[src/rtl/trc_pkg.sv]
package trc_pkg;

    localparam logic [3:0] OFS_BASE   = 4'd0;
    localparam logic [3:0] OFS_LIMIT  = 4'd1;
    localparam logic [3:0] OFS_RELOAD = 4'd2;
    localparam logic [3:0] OFS_PTR    = 4'd3;
    localparam logic [3:0] OFS_MODE   = 4'd4;
    localparam logic [3:0] OFS_CMD    = 4'd5;
    localparam logic [3:0] OFS_FSTAT  = 4'd6;
    localparam logic [3:0] OFS_IRAW   = 4'd7;
    localparam logic [3:0] OFS_IEN    = 4'd8;
    localparam logic [3:0] OFS_ICLR   = 4'd9;

    typedef enum logic [1:0] {
        SES_IDLE = 2'd0,
        SES_RUN  = 2'd1,
        SES_HALT = 2'd2
    } ses_e;

    typedef struct packed {
        logic restart_en;
        logic wrap_en;
    } mode_t;

    typedef struct packed {
        logic ovf;
        logic full;
    } irq_t;

    function automatic irq_t irq_next(irq_t cur, irq_t clr, irq_t set_ev, irq_t en);
        return irq_t'((cur & ~clr) | (set_ev & en));
    endfunction

    function automatic logic start_ok(ses_e st, mode_t md);
        return (st == SES_IDLE) || (st == SES_HALT && md.restart_en);
    endfunction

endpackage

[src/rtl/trc_fifo.sv]
module trc_fifo #(
    parameter int W     = 8,
    parameter int DEPTH = 16
) (
    input  logic         clk,
    input  logic         rst,
    input  logic         push,
    input  logic [W-1:0] din,
    input  logic         pop,
    output logic [W-1:0] dout,
    output logic         empty,
    output logic         full,
    output logic         drop
);
    localparam int AW = (DEPTH > 1) ? $clog2(DEPTH) : 1;
    localparam int CW = $clog2(DEPTH + 1);

    logic [W-1:0]  store [DEPTH];
    logic [AW-1:0] wr_idx, rd_idx;
    logic [CW-1:0] count;
    logic          do_push, do_pop;

    assign empty   = (count == '0);
    assign full    = (count == CW'(DEPTH));
    assign drop    = push && full;
    assign do_push = push && !full;
    assign do_pop  = pop && !empty;
    assign dout    = store[rd_idx];

    always_ff @(posedge clk) begin
        if (do_push) store[wr_idx] <= din;
    end

    always_ff @(posedge clk) begin
        if (rst) begin
            wr_idx <= '0;
            rd_idx <= '0;
            count  <= '0;
        end else begin
            if (do_push) wr_idx <= (wr_idx == AW'(DEPTH - 1)) ? '0 : wr_idx + AW'(1);
            if (do_pop)  rd_idx <= (rd_idx == AW'(DEPTH - 1)) ? '0 : rd_idx + AW'(1);
            case ({do_push, do_pop})
                2'b10:   count <= count + CW'(1);
                2'b01:   count <= count - CW'(1);
                default: count <= count;
            endcase
        end
    end

    p_full_hold_r7: assert property (@(posedge clk) disable iff (rst)
        (full && push && !pop) |=> (count == $past(count)));

    p_pop_nonempty_r3: assert property (@(posedge clk) disable iff (rst)
        pop |-> !empty);

endmodule

[src/rtl/trc_writer.sv]
module trc_writer #(
    parameter int AW  = 16,
    parameter int PRE = 14
) (
    input  logic          clk,
    input  logic          rst,
    input  logic [AW-1:0] base,
    input  logic [AW-1:0] limit,
    input  logic          reload,
    input  logic          wrap_en,
    input  logic          sess_start,
    input  logic          q_empty,
    input  logic [7:0]    q_data,
    output logic          q_pop,
    output logic          mem_we,
    output logic [AW-1:0] mem_addr,
    output logic [7:0]    mem_wdata,
    output logic [AW-1:0] ptr,
    output logic          hit_end
);
    localparam int PW = $clog2(PRE + 1);

    logic [PW-1:0] pre_cnt;
    logic          parked;
    logic          in_pre, busy;
    logic [AW-1:0] nxt;

    assign in_pre    = (pre_cnt != '0);
    assign busy      = !parked && (in_pre || !q_empty);
    assign q_pop     = busy && !in_pre;
    assign nxt       = ptr + AW'(1);
    assign hit_end   = busy && (nxt == limit);
    assign mem_we    = busy;
    assign mem_addr  = ptr;
    assign mem_wdata = in_pre ? 8'h00 : q_data;

    always_ff @(posedge clk) begin
        if (rst) begin
            pre_cnt <= '0;
        end else if (sess_start) begin
            pre_cnt <= PW'(PRE);
        end else if (busy && in_pre) begin
            pre_cnt <= pre_cnt - PW'(1);
        end
    end

    always_ff @(posedge clk) begin
        if (rst) begin
            ptr    <= '0;
            parked <= 1'b0;
        end else if (reload) begin
            ptr    <= base;
            parked <= 1'b0;
        end else if (hit_end) begin
            ptr    <= wrap_en ? base : limit;
            parked <= !wrap_en;
        end else if (busy) begin
            ptr    <= nxt;
        end
    end

    p_wrap_r4: assert property (@(posedge clk) disable iff (rst)
        (hit_end && wrap_en) |=> (ptr == $past(base)));

    p_park_r6: assert property (@(posedge clk) disable iff (rst)
        (hit_end && !wrap_en && !reload) |=> (ptr == $past(limit) && !mem_we));

    p_preamble_r2: assert property (@(posedge clk) disable iff (rst)
        (sess_start && (reload || !parked) && !hit_end) |=> (mem_we && mem_wdata == 8'h00));

endmodule

[src/rtl/trace_ring_writer.sv]
module trace_ring_writer
    import trc_pkg::*;
#(
    parameter int ADDR_W       = 16,
    parameter int FIFO_DEPTH   = 16,
    parameter int PREAMBLE_LEN = 14
) (
    input  logic              clk,
    input  logic              rst,
    input  logic              pkt_valid,
    input  logic [7:0]        pkt_data,
    input  logic              reg_we,
    input  logic [3:0]        reg_addr,
    input  logic [ADDR_W-1:0] reg_wdata,
    output logic [ADDR_W-1:0] reg_rdata,
    output logic              mem_we,
    output logic [ADDR_W-1:0] mem_addr,
    output logic [7:0]        mem_wdata,
    output logic              irq
);
    logic [ADDR_W-1:0] base_q, limit_q, ptr;
    mode_t             mode_q;
    ses_e              ses_q;
    irq_t              raw_q, en_q, clr_ev, set_ev;

    logic wr_cmd, start_req, stop_req, sess_start, reload;
    logic q_push, q_pop, q_empty, q_full, q_drop, hit_end;
    logic [7:0] q_data;

    assign wr_cmd     = reg_we && (reg_addr == OFS_CMD);
    assign stop_req   = wr_cmd && reg_wdata[1];
    assign start_req  = wr_cmd && reg_wdata[0] && !reg_wdata[1];
    assign sess_start = start_req && start_ok(ses_q, mode_q);
    assign reload     = reg_we && (reg_addr == OFS_RELOAD);
    assign q_push     = pkt_valid && (ses_q == SES_RUN);

    trc_fifo #(.W(8), .DEPTH(FIFO_DEPTH)) u_fifo (
        .clk   (clk),
        .rst   (rst),
        .push  (q_push),
        .din   (pkt_data),
        .pop   (q_pop),
        .dout  (q_data),
        .empty (q_empty),
        .full  (q_full),
        .drop  (q_drop)
    );

    trc_writer #(.AW(ADDR_W), .PRE(PREAMBLE_LEN)) u_writer (
        .clk        (clk),
        .rst        (rst),
        .base       (base_q),
        .limit      (limit_q),
        .reload     (reload),
        .wrap_en    (mode_q.wrap_en),
        .sess_start (sess_start),
        .q_empty    (q_empty),
        .q_data     (q_data),
        .q_pop      (q_pop),
        .mem_we     (mem_we),
        .mem_addr   (mem_addr),
        .mem_wdata  (mem_wdata),
        .ptr        (ptr),
        .hit_end    (hit_end)
    );

    assign set_ev = '{ovf: q_drop, full: hit_end};
    assign clr_ev = (reg_we && reg_addr == OFS_ICLR) ? irq_t'(reg_wdata[1:0]) : irq_t'(2'b00);
    assign irq    = |raw_q;

    always_ff @(posedge clk) begin
        if (rst) begin
            base_q  <= '0;
            limit_q <= '0;
            mode_q  <= '0;
            en_q    <= '0;
            raw_q   <= '0;
            ses_q   <= SES_IDLE;
        end else begin
            if (reg_we && reg_addr == OFS_BASE)  base_q  <= reg_wdata;
            if (reg_we && reg_addr == OFS_LIMIT) limit_q <= reg_wdata;
            if (reg_we && reg_addr == OFS_MODE)  mode_q  <= mode_t'(reg_wdata[1:0]);
            if (reg_we && reg_addr == OFS_IEN)   en_q    <= irq_t'(reg_wdata[1:0]);
            raw_q <= irq_next(raw_q, clr_ev, set_ev, en_q);
            if (stop_req && ses_q == SES_RUN) ses_q <= SES_HALT;
            else if (sess_start)              ses_q <= SES_RUN;
        end
    end

    always_comb begin
        reg_rdata = '0;
        case (reg_addr)
            OFS_BASE:  reg_rdata = base_q;
            OFS_LIMIT: reg_rdata = limit_q;
            OFS_PTR:   reg_rdata = ptr;
            OFS_MODE:  reg_rdata = ADDR_W'(mode_q);
            OFS_FSTAT: reg_rdata = ADDR_W'({q_full, q_empty});
            OFS_IRAW:  reg_rdata = ADDR_W'(raw_q);
            OFS_IEN:   reg_rdata = ADDR_W'(en_q);
            default:   reg_rdata = '0;
        endcase
    end

    p_full_gate_r5: assert property (@(posedge clk) disable iff (rst)
        $rose(raw_q.full) |-> $past(en_q.full));

    p_ovf_gate_r7: assert property (@(posedge clk) disable iff (rst)
        $rose(raw_q.ovf) |-> $past(en_q.ovf));

    p_no_accept_r9: assert property (@(posedge clk) disable iff (rst)
        (ses_q != SES_RUN) |-> !q_drop);

    p_restart_r10: assert property (@(posedge clk) disable iff (rst)
        (ses_q == SES_HALT && !mode_q.restart_en) |=> (ses_q == SES_HALT));

endmodule

[config.mk]
export PLATFORM = sky130hd
export DESIGN_NAME = trace_ring_writer
export DESIGN_NICKNAME = d
export VERILOG_FILES = /design/src/rtl/trc_pkg.sv /design/src/rtl/trc_fifo.sv /design/src/rtl/trc_writer.sv /design/src/rtl/trace_ring_writer.sv
export SDC_FILE = /design/constraint.sdc
export NUM_CORES = 1
export LEC_CHECK = 0
export CORE_MARGIN = 10
export CORE_UTILIZATION = 50
export DETAILED_ROUTE_END_ITERATION = 10
export DONT_BUFFER_PORTS = 1
export GPL_TIMING_DRIVEN = 0
export HOLD_SLACK_MARGIN = 0.08
export SLEW_MARGIN = 0
export SYNTH_ARGS = -nofsm -noshare
export SYNTH_HDL_FRONTEND = slang
export SYNTH_SLANG_ARGS = --single-unit
[constraint.sdc]
create_clock -name clk -period 8.65 [get_ports clk]
set_clock_uncertainty 0.1 [all_clocks]
set_input_delay 2.1625 -clock clk [delete_from_list [all_inputs] [get_ports clk]]
set_output_delay 2.1625 -clock clk [all_outputs]
set_load 0.005 [all_outputs]
* Word-level counts from Yosys, hierarchy flattened
Memories as Yosys holds them, arrays and structs flattened. A register that Yosys moved wholly into a read port is not among the register bits.
Cells that the tools add are included.
** Operators by class
- Shift-type cells :: 0
- Divide/modulo/power cells :: 0
- Magnitude comparators :: 0
- Multiplexer cells :: 18
- Add/sub/neg operators :: 6
- Reduce and logical (&&, ||, !) cells :: 41
- Bitwise gates (word level) :: 4
- $mul :: 0
- Equal/unequal tests :: 17
** Operators with widths (count)
- $pmux W16 S7 :: 1
- $mux W16 :: 4
- $mux W4 :: 6
- $logic_and A1 B1 Y1 :: 21
- $add A16 B1 Y16 const B :: 1
- $eq A16 B16 Y1 :: 1
- $eq A4 B3 Y1 const B :: 4
- $eq A4 B4 Y1 const B :: 4
- $pmux W5 S2 :: 1
- $add A4 B1 Y4 const B :: 2
- $eq A4 B2 Y1 const B :: 2
- $mux W8 :: 1
- $reduce_or A2 Y1 :: 4
- $logic_not A1 Y1 :: 6
- $mux W2 :: 3
- $reduce_bool A2 Y1 :: 3
- $add A5 B1 Y5 const B :: 1
- $eq A5 B5 Y1 const B :: 1
- $logic_not A5 Y1 :: 1
- $sub A5 B1 Y5 const B :: 1
- $and A2 B2 Y2 :: 2
- $eq A2 B1 Y1 const B :: 2
- $eq A2 B2 Y1 const B :: 2
- $eq A4 B1 Y1 const B :: 1
- other kinds (9) :: 11
** Word-level totals
- Logic and storage cells :: 104
- Bits in registers :: 74
- Output and inout bits :: 42
- Memories :: 1
- Input port bits :: 32
- Bits in writable memories :: 128
- Memory bits (read-only) :: 0
- Latch bits :: 0
** Memory list
- u_fifo.store :: words 16, width 8, read ports 1, clocked after Yosys merged registers in 1, wr ports 1, line trc_fifo.sv:18 : logic [W-1:0] store [DEPTH];

* Depth between registers and ports, before layout
Gate-level depths: netlist of run 1.
- Depth after elaboration :: 8
- Depth in mapped cells :: 15
- Gate-level depth less buffers :: 13

* Cells and area by module
A second synthesis of run 1 with hierarchy kept.
** Second synthesis, totals
- Cells, all modules :: 934
- Area total of the unflattened synthesis :: 10631.4 um2
** By module, submodules not included
- trc_fifo :: area each 5845.6 um2, seq. area each 4184.0 um2, times used 1, cells an instance 296
- trc_writer :: area each 2532.4 um2, seq. area each 420.4 um2, times used 1, cells an instance 357
- trace_ring_writer :: area each 2253.4 um2, seq. area each 800.8 um2, times used 1, cells an instance 281

* Worst setup path after synthesis of run 1
No wires, ideal clock.
- Path kind :: input to output
- Start :: input reg_addr[0]
- End :: output reg_rdata[10]
- Arrival time :: 3.440 ns
- Required time :: 6.387 ns
- Slack :: 2.947 ns
- Path buffers :: 2
- Cell stages on the path :: 6
- Path through :: buf_1 -> clkbuf_1 -> mux2i_1 -> nor2_1 -> a21oi_1 -> nor2_1
** Between the ends
- Cells in the longest elaborated chain, start to end :: 2
- Elaborated cells on any way between the ends :: 8
- Those cells by class :: eq/ne (6); mux (1); reduce/logical (1)
** RTL lines
- start, declared :: line trace_ring_writer.sv:13 : input logic [3:0] reg_addr,
- $eq A4 B4 Y1, or another cell as far along :: line trace_ring_writer.sv:92 : case (reg_addr)
- $pmux W16 S7 * :: line trace_ring_writer.sv:92
- end, declared :: line trace_ring_writer.sv:15 : output logic [ADDR_W-1:0] reg_rdata,
Mark *: on every way between the ends. The rest lies on a longest branch, timed or not.

* Final worst setup path of run 1
- Start :: input reg_addr[0]
- End :: output reg_rdata[11]
Same word-level chain as after synthesis.

==> impl_metrics.json, run 1 <==
{
  "startpoint_type": "input pin",
  "seq_area_frac_synth_pct": 54.96,
  "cpLargestDelayFamily": "buffers and inverters",
  "path_cells": "buf_1, clkbuf_1, mux2i_1, nor2_1, a21oi_1, nor2_1",
  "rsz0062_at_grt": "no",
  "dieArea_sq_um": 25680,
  "cpMostUsedCell": "nor2_1",
  "syn_nets": 898,
  "portBuffers": 0,
  "antenna_left": 0,
  "power.density_nw_per_um2": 255.2,
  "drv_cap": 0,
  "io_pins": 74,
  "cts-buffers-inserted": 23,
  "cts_tree": "done",
  "slew_viol_final": 0,
  "antenna_found_initial": 0,
  "htreeDepth": 1,
  "drive_gt1_share_pct": 11.44,
  "worstMarginPinSlew_ps": 939.3,
  "avgViaCountPerCell": 6.090,
  "finalSetupViolCount": 0,
  "num_vias": 7095,
  "synth_top_area_share_pct": 39.08,
  "required_ps": 6390,
  "fillers": 1660,
  "hp-class": "flip-flop to flip-flop",
  "totalWireLength_um": 25560,
  "synth.largest_area_cell": "edfxtp_1",
  "synth.area.mux_share_pct": 13.26,
  "syn_inst": 856,
  "fin_area_sq_um": 10940,
  "synth_xor_area_share_pct": 3.550,
  "ys_seq_elements": 206,
  "endpoint_kind": "output port",
  "outcome": "finished, final reports clean",
  "ys.flop_type": "edfxtp_1",
  "syn_area_per_cell_sq_um": 11.49,
  "hold_violations": 0,
  "wl_per_cell_um": 21.94,
  "yosysWarningCount": 0,
  "cts_hold_buf": 0,
  "synth_fa_ha_area_share_pct": 1.272,
  "grt_first_pass_wirelength_um": 39760,
  "synth_area_sq_um": 9834,
  "synth-simple-area-share_pct": 14.08,
  "start_util_pct": 50.70,
  "critPathMaxStageDelay_ps": 680,
  "critical_path_arrival_ps": 3900,
  "diodes": 0,
  "synth_most_common_cell": "edfxtp_1",
  "post-route-util_pct": 56.42,
  "crit_type": "input pin to output port",
  "synth-edff-count": 128,
  "setup_tns_ps": 0,
  "layout.nets": 925,
  "cts_resized": 0,
  "post_cts.repair.setup_buffers": 0,
  "grtUsageTotal_pct": 19.28,
  "clk_pin_slew_ps": 60,
  "synthTopCellsByCount": "edfxtp_1, nand2_1, a21oi_1",
  "post-route-drc-count": 0,
  "yosysUniqueCellTypes": 55,
  "place_congestion": 0.9172,
  "root_buffer": "clkbuf_16",
  "die_w_um": 160.2,
  "clkLatencyLatePin_ps": 520,
  "syn_to_final_growth_pct": 11.28,
  "synth_compound_area_share_pct": 9.542,
  "p_leak_nw": 3.614,
  "ys_async_sr_fraction_pct": 0,
  "path_buf_inv": 2,
  "slew_headroom_pct": 37.15,
  "cp_max_fo": 10,
  "drt_iter0_drc": 685,
  "vdd_drop_max_uv": 165.5,
  "grt_max_degree": 17,
  "synth_top_family_by_area": "simple AND/OR/NAND/NOR gates",
  "fin_crit_sh_pct": 71.23,
  "fmax_ghz": 0.1623,
  "cts.sinks": 206,
  "dp_hpwl_um": 18570,
  "ys_top_cells_by_area": "edfxtp_1, dfxtp_1, mux4_2",
  "grt_overflow": 0,
  "cts_max_path_buffers": 3,
  "placed_cell_area_sq_um": 10190,
  "min_period_ps": 6161,
  "worst_path_max_delay_cell": "clkbuf_1",
  "rows": 51,
  "fp.coreArea_sq_um": 19400,
  "drt_pre_antenna_iters": 5,
  "grt_pass1_vias": 6995,
  "die_h_um": 160.2
}
==> layout by cell type (no fill, tap or decap), types with 5 or more instances in the layout <==
cell type / netlist / routed
nor4_1: 6 / 6
ha_1: 10 / 10
mux2i_1: 38 / 38
nand2b_1: 5 / 5
o21ai_0: 11 / 11
xnor3_1: 5 / 5
o22ai_1: 17 / 17
nand2_1: 110 / 110
nor2_1: 78 / 78
buf_1: 6 / 6
clkbuf_1: 45 / 51
edfxtp_1: 128 / 128
xor2_1: 15 / 15
nand4_1: 7 / 7
nor3_1: 21 / 19
or3_1: 5 / 5
mux4_2: 40 / 40
and3_1: 17 / 17
buf_4: 3 / 5
nor2b_1: 5 / 5
and2_1: 9 / 9
nand3_1: 17 / 17
clkbuf_16: 0 / 23
o41ai_1: 16 / 16
buf_2: 7 / 7
a21oi_1: 80 / 80
xnor2_1: 12 / 12
dfxtp_1: 78 / 78
inv_1: 15 / 15
clkbuf_8: 0 / 5
==> path summary, 6_finish.rpt <==
kind / slack [ps] / cells past startpoint / to / startpoint
setup / recovery: 2490 / 6 / reg_rdata[11] / reg_addr[0]
hold / removal: 400 / 2 / base_q[15] / base_q[15]
setup reg to reg: 4810 / 10 / u_writer.mem_addr[11] / u_writer.mem_addr[0]
hold reg to reg: 400 / 2 / base_q[15] / base_q[15]
==> stage by stage <==
step	power [mW]	cells	worst slack, ps	hold slack [ps]
2_1_floorplan	1.641	856	2947	354.0
6_report	2.793	1165	2489	404.5
3_5_place_dp	1.835	1123	2526	394.5
4_1_cts	2.791	1165	2521	402.1
5_1_grt	2.915	1165	2337	420.4
3_3_place_gp	1.816	1121	2572	365.9
==> per-layer routing <==
layer  vias up  track usage, %  share of wire, %
met2       263           30.38                46
li1       3238               -                 -
met5         -               0                 0
met4         0           5.551               2.6
met1      3533           26.46                44
met3        61           3.856               7.3
==> tightest hold or removal path: cells and delay by family (launching register included) <==
| kind | cells | cell delay [ps] |
|---|---|---|
| AND/OR/NAND/NOR | 1 | 60 |
| AO/OA/AOI/OAI | 1 | 60 |
| flip-flops | 1 | 340 |
==> power by group <==
part | leakage [nW] | internal [mW] | switching (mW)
logic | 1.46 | 0.250 | 0.438
clock network | 0.370 | 0.568 | 0.391
registers | 1.78 | 1.08 | 0.0635
total | 3.61 | 1.90 | 0.892
==> state kept, by name, indices dropped and copies added (netlist names), 4 cells and up, named ones only <==
register           cells
u_fifo.store         128
u_fifo.count           5
u_fifo.wr_idx          4
u_fifo.rd_idx          4
limit_q               16
u_writer.pre_cnt       4
u_writer.mem_addr     16
base_q                16
==> cell families (layout without fill, tap and decap cells) <==
group | after synthesis | count (layout)
muxes | 80 | 80
AOI/OAI and AO/OA | 153 | 153
DFF | 206 | 206
buffers and inverters | 78 | 122
adders and majority gates | 10 | 10
and+or+nand+nor | 297 | 297
xor gates and xnor gates | 32 | 32
==> final cells by class <==
class,count,area [sq um],share of cell area (%)
plain buffers,63,271.5,2.481
clock buffers,34,666.9,6.094
clock inverters,8,86.33,0.7888
inverters,15,56.30,0.5145
multi-input cells,572,4111,37.57
flip-flops and latches,206,5405,49.39
well taps,265,331.6,3.030
repair buffers,2,15.01,0.1372
No activity file was read; power rests on OpenSTA's default activity.
==> run 2, diff against run 1 <==
==> constraint.sdc (replaced) <==
create_clock -name clk -period 5.98 [get_ports clk]
set_clock_uncertainty 0.1 [all_clocks]
set_input_delay 1.495 -clock clk [delete_from_list [all_inputs] [get_ports clk]]
set_output_delay 1.495 -clock clk [all_outputs]
set_load 0.005 [all_outputs]
==> results of run 2 <==
The final DEF is identical to that of run 1. Status: finished, final reports clean.
Main changes from that run: setup slack after placement 2526 ps -> 1191 ps; setup slack after layout 2489 ps -> 1149 ps; end point of the critical path reg_rdata[11] -> mem_wdata[7]; register-to-register setup slack 4810 ps -> 2140 ps; total power 2.793 mW -> 4.040 mW; worst IR drop on VDD 165.5 uV -> 239.4 uV
==> run 3, diff against run 2 <==
==> constraint.sdc (replaced) <==
create_clock -name clk -period 4.7 [get_ports clk]
set_clock_uncertainty 0.1 [all_clocks]
set_input_delay 1.175 -clock clk [delete_from_list [all_inputs] [get_ports clk]]
set_output_delay 1.175 -clock clk [all_outputs]
set_load 0.005 [all_outputs]
==> run 3 against run 2 <==
Compared with the run above: first-iteration DRC count up 1.2%; hold slack about the same; sequential power up 27%; routed wire length up 0.14%; via count up 0.17%; non-clock buffer count unchanged; sequential share of layout area about the same; register-to-register slack worse by 1300 ps; combinational power up 28%; power up 27%.
==> impl_metrics.json, run 3 (synthesis gave the netlist of run 1 again) <==
{
  "outcome": "finished, final reports clean",
  "post_cts.repair.setup_buffers": 0,
  "avgViaCountPerCell": 6.100,
  "grt.busiest_layer": "met2",
  "rsz0062_at_grt": "no",
  "fp.coreArea_sq_um": 19400,
  "totalWireLength_um": 25600,
  "r2r_end": "u_writer.mem_addr[11]",
  "cts.sinks": 206,
  "fin_crit_sh_pct": 94.56,
  "grtUsageTotal_pct": 19.28,
  "start_util_pct": 50.70,
  "cts-buffers-inserted": 23,
  "cts_resized": 0,
  "grt_pass1_vias": 6995,
  "syn_to_final_growth_pct": 11.30,
  "r2r_start": "u_writer.mem_addr[0]",
  "drv_cap": 0,
  "clk_pin_slew_ps": 60,
  "hp-start": "base_q[15]",
  "min_period_ps": 4444,
  "diodes": 0,
  "fin_area_sq_um": 10950,
  "required_ps": 3420,
  "cts_max_path_buffers": 3,
  "io_pins": 74,
  "antenna_left": 0,
  "drive_gt1_share_pct": 11.56,
  "largest_reg_flops": 128,
  "hold-path-cell-count": 2,
  "placed_cell_area_sq_um": 10190,
  "fillers": 1661,
  "mostFrequentLayoutCell": "edfxtp_1",
  "cp_max_fo": 10,
  "wl_per_cell_um": 21.97,
  "met2_usage_pct": 30.38,
  "place_congestion": 0.9172,
  "drt_iter0_drc": 693,
  "fmax_ghz": 0.2250,
  "slew_viol_final": 0,
  "use_met1_pct": 26.46,
  "antenna_found_initial": 0,
  "hp-class": "flip-flop to flip-flop",
  "min_to": "base_q[15]",
  "startpoint_type": "flip-flop",
  "final_cell_mix": "edfxtp_1, nand2_1, a21oi_1, nor2_1, dfxtp_1",
  "worstMarginPinSlew_ps": 926.0,
  "regArea_sq_um": 5405,
  "largest_register": "u_fifo.store",
  "layout.nets": 925,
  "rows": 51,
  "setup_tns_ps": 0,
  "critical_path_arrival_ps": 3170,
  "die_h_um": 160.2,
  "grt_overflow": 0,
  "clkLatencyLatePin_ps": 520,
  "crit_type": "flip-flop to output port",
  "slew_headroom_pct": 38.04,
  "finalSetupViolCount": 0,
  "grt_max_degree": 17,
  "num_vias": 7107,
  "power.density_nw_per_um2": 470.0,
  "cts_hold_buf": 0,
  "ff2ff_path_depth": 8,
  "finalPower_mw": 5.145,
  "grt_util_met3_pct": 3.856,
  "reg2reg_slack_ps": 860,
  "layout_setup_ws_ps": 255.7,
  "p_leak_nw": 3.617,
  "drt_pre_antenna_iters": 5,
  "hold_violations": 0,
  "cts_tree": "done",
  "post-route-drc-count": 0,
  "portBuffers": 0,
  "multi_input_area_sq_um": 4111,
  "vdd_drop_max_uv": 306.2,
  "dp_hpwl_um": 18570,
  "endpoint_kind": "output port",
  "root_buffer": "clkbuf_16",
  "die_w_um": 160.2,
  "htreeDepth": 1,
  "grt_first_pass_wirelength_um": 39760,
  "dp_slack_ps": 551.1,
  "dieArea_sq_um": 25680
}
==> run 3: cell types whose count changed in the layout (fill, tap and decap cells not counted), sizes merged <==
cell	before	now
clkbuf	79	80
buf	20	19
==> run 3: how the worst max path moves through the flow <==
stage | from | to | cells past startpoint
after floorplan | reg_addr[0] | reg_rdata[10] | 6
after global placement | reg_addr[0] | reg_rdata[10] | 6
after detailed placement | reg_addr[0] | reg_rdata[12] | 6
after CTS | flip-flop | mem_wdata[7] | 5
after global routing | flip-flop | mem_wdata[7] | 5
final | flip-flop | mem_wdata[7] | 5
==> run 3: cell type report <==
cell class | count | area share, %
tap | 265 | 3.029
buffer | 63 | 2.492
clock inverter | 8 | 0.7888
clock buffer | 34 | 6.093
sequential | 206 | 49.38
timing repair buffer | 2 | 0.1372
inverter | 15 | 0.5144
multi-input combinational | 572 | 37.56
==> run 3: critical path: stages (launching register included) <==
cell	delay, ps
dfxtp_1	300
clkbuf_1	310
buf_1	710
mux4_2	620
mux4_2	510
and2_1	200
==> run 3: metal layers <==
metal | routed length (um) | vias up | share of wire, %
li1 | - | 3238 | -
met3 | 1864 | 63 | 7.3
met2 | 11720 | 272 | 46
met4 | 662 | 0 | 2.6
met5 | 0 | - | 0
met1 | 11350 | 3534 | 44
==> run 3: power by group <==
group          switching [mW]  leakage [nW]  internal, mW
registers               0.118          1.78          1.99
clock network           0.722         0.370          1.05
logic                   0.807          1.47         0.460
total                    1.65          3.62          3.50
==> run 3: through the flow <==
step	hold WS [ps]	cells	util (%)
after floorplan	354.0	856	-
after global placement	365.9	1121	52.41
after detailed placement	394.5	1123	52.51
after CTS	402.1	1165	56.39
after global routing	420.4	1165	56.42
final	404.9	1165	56.42
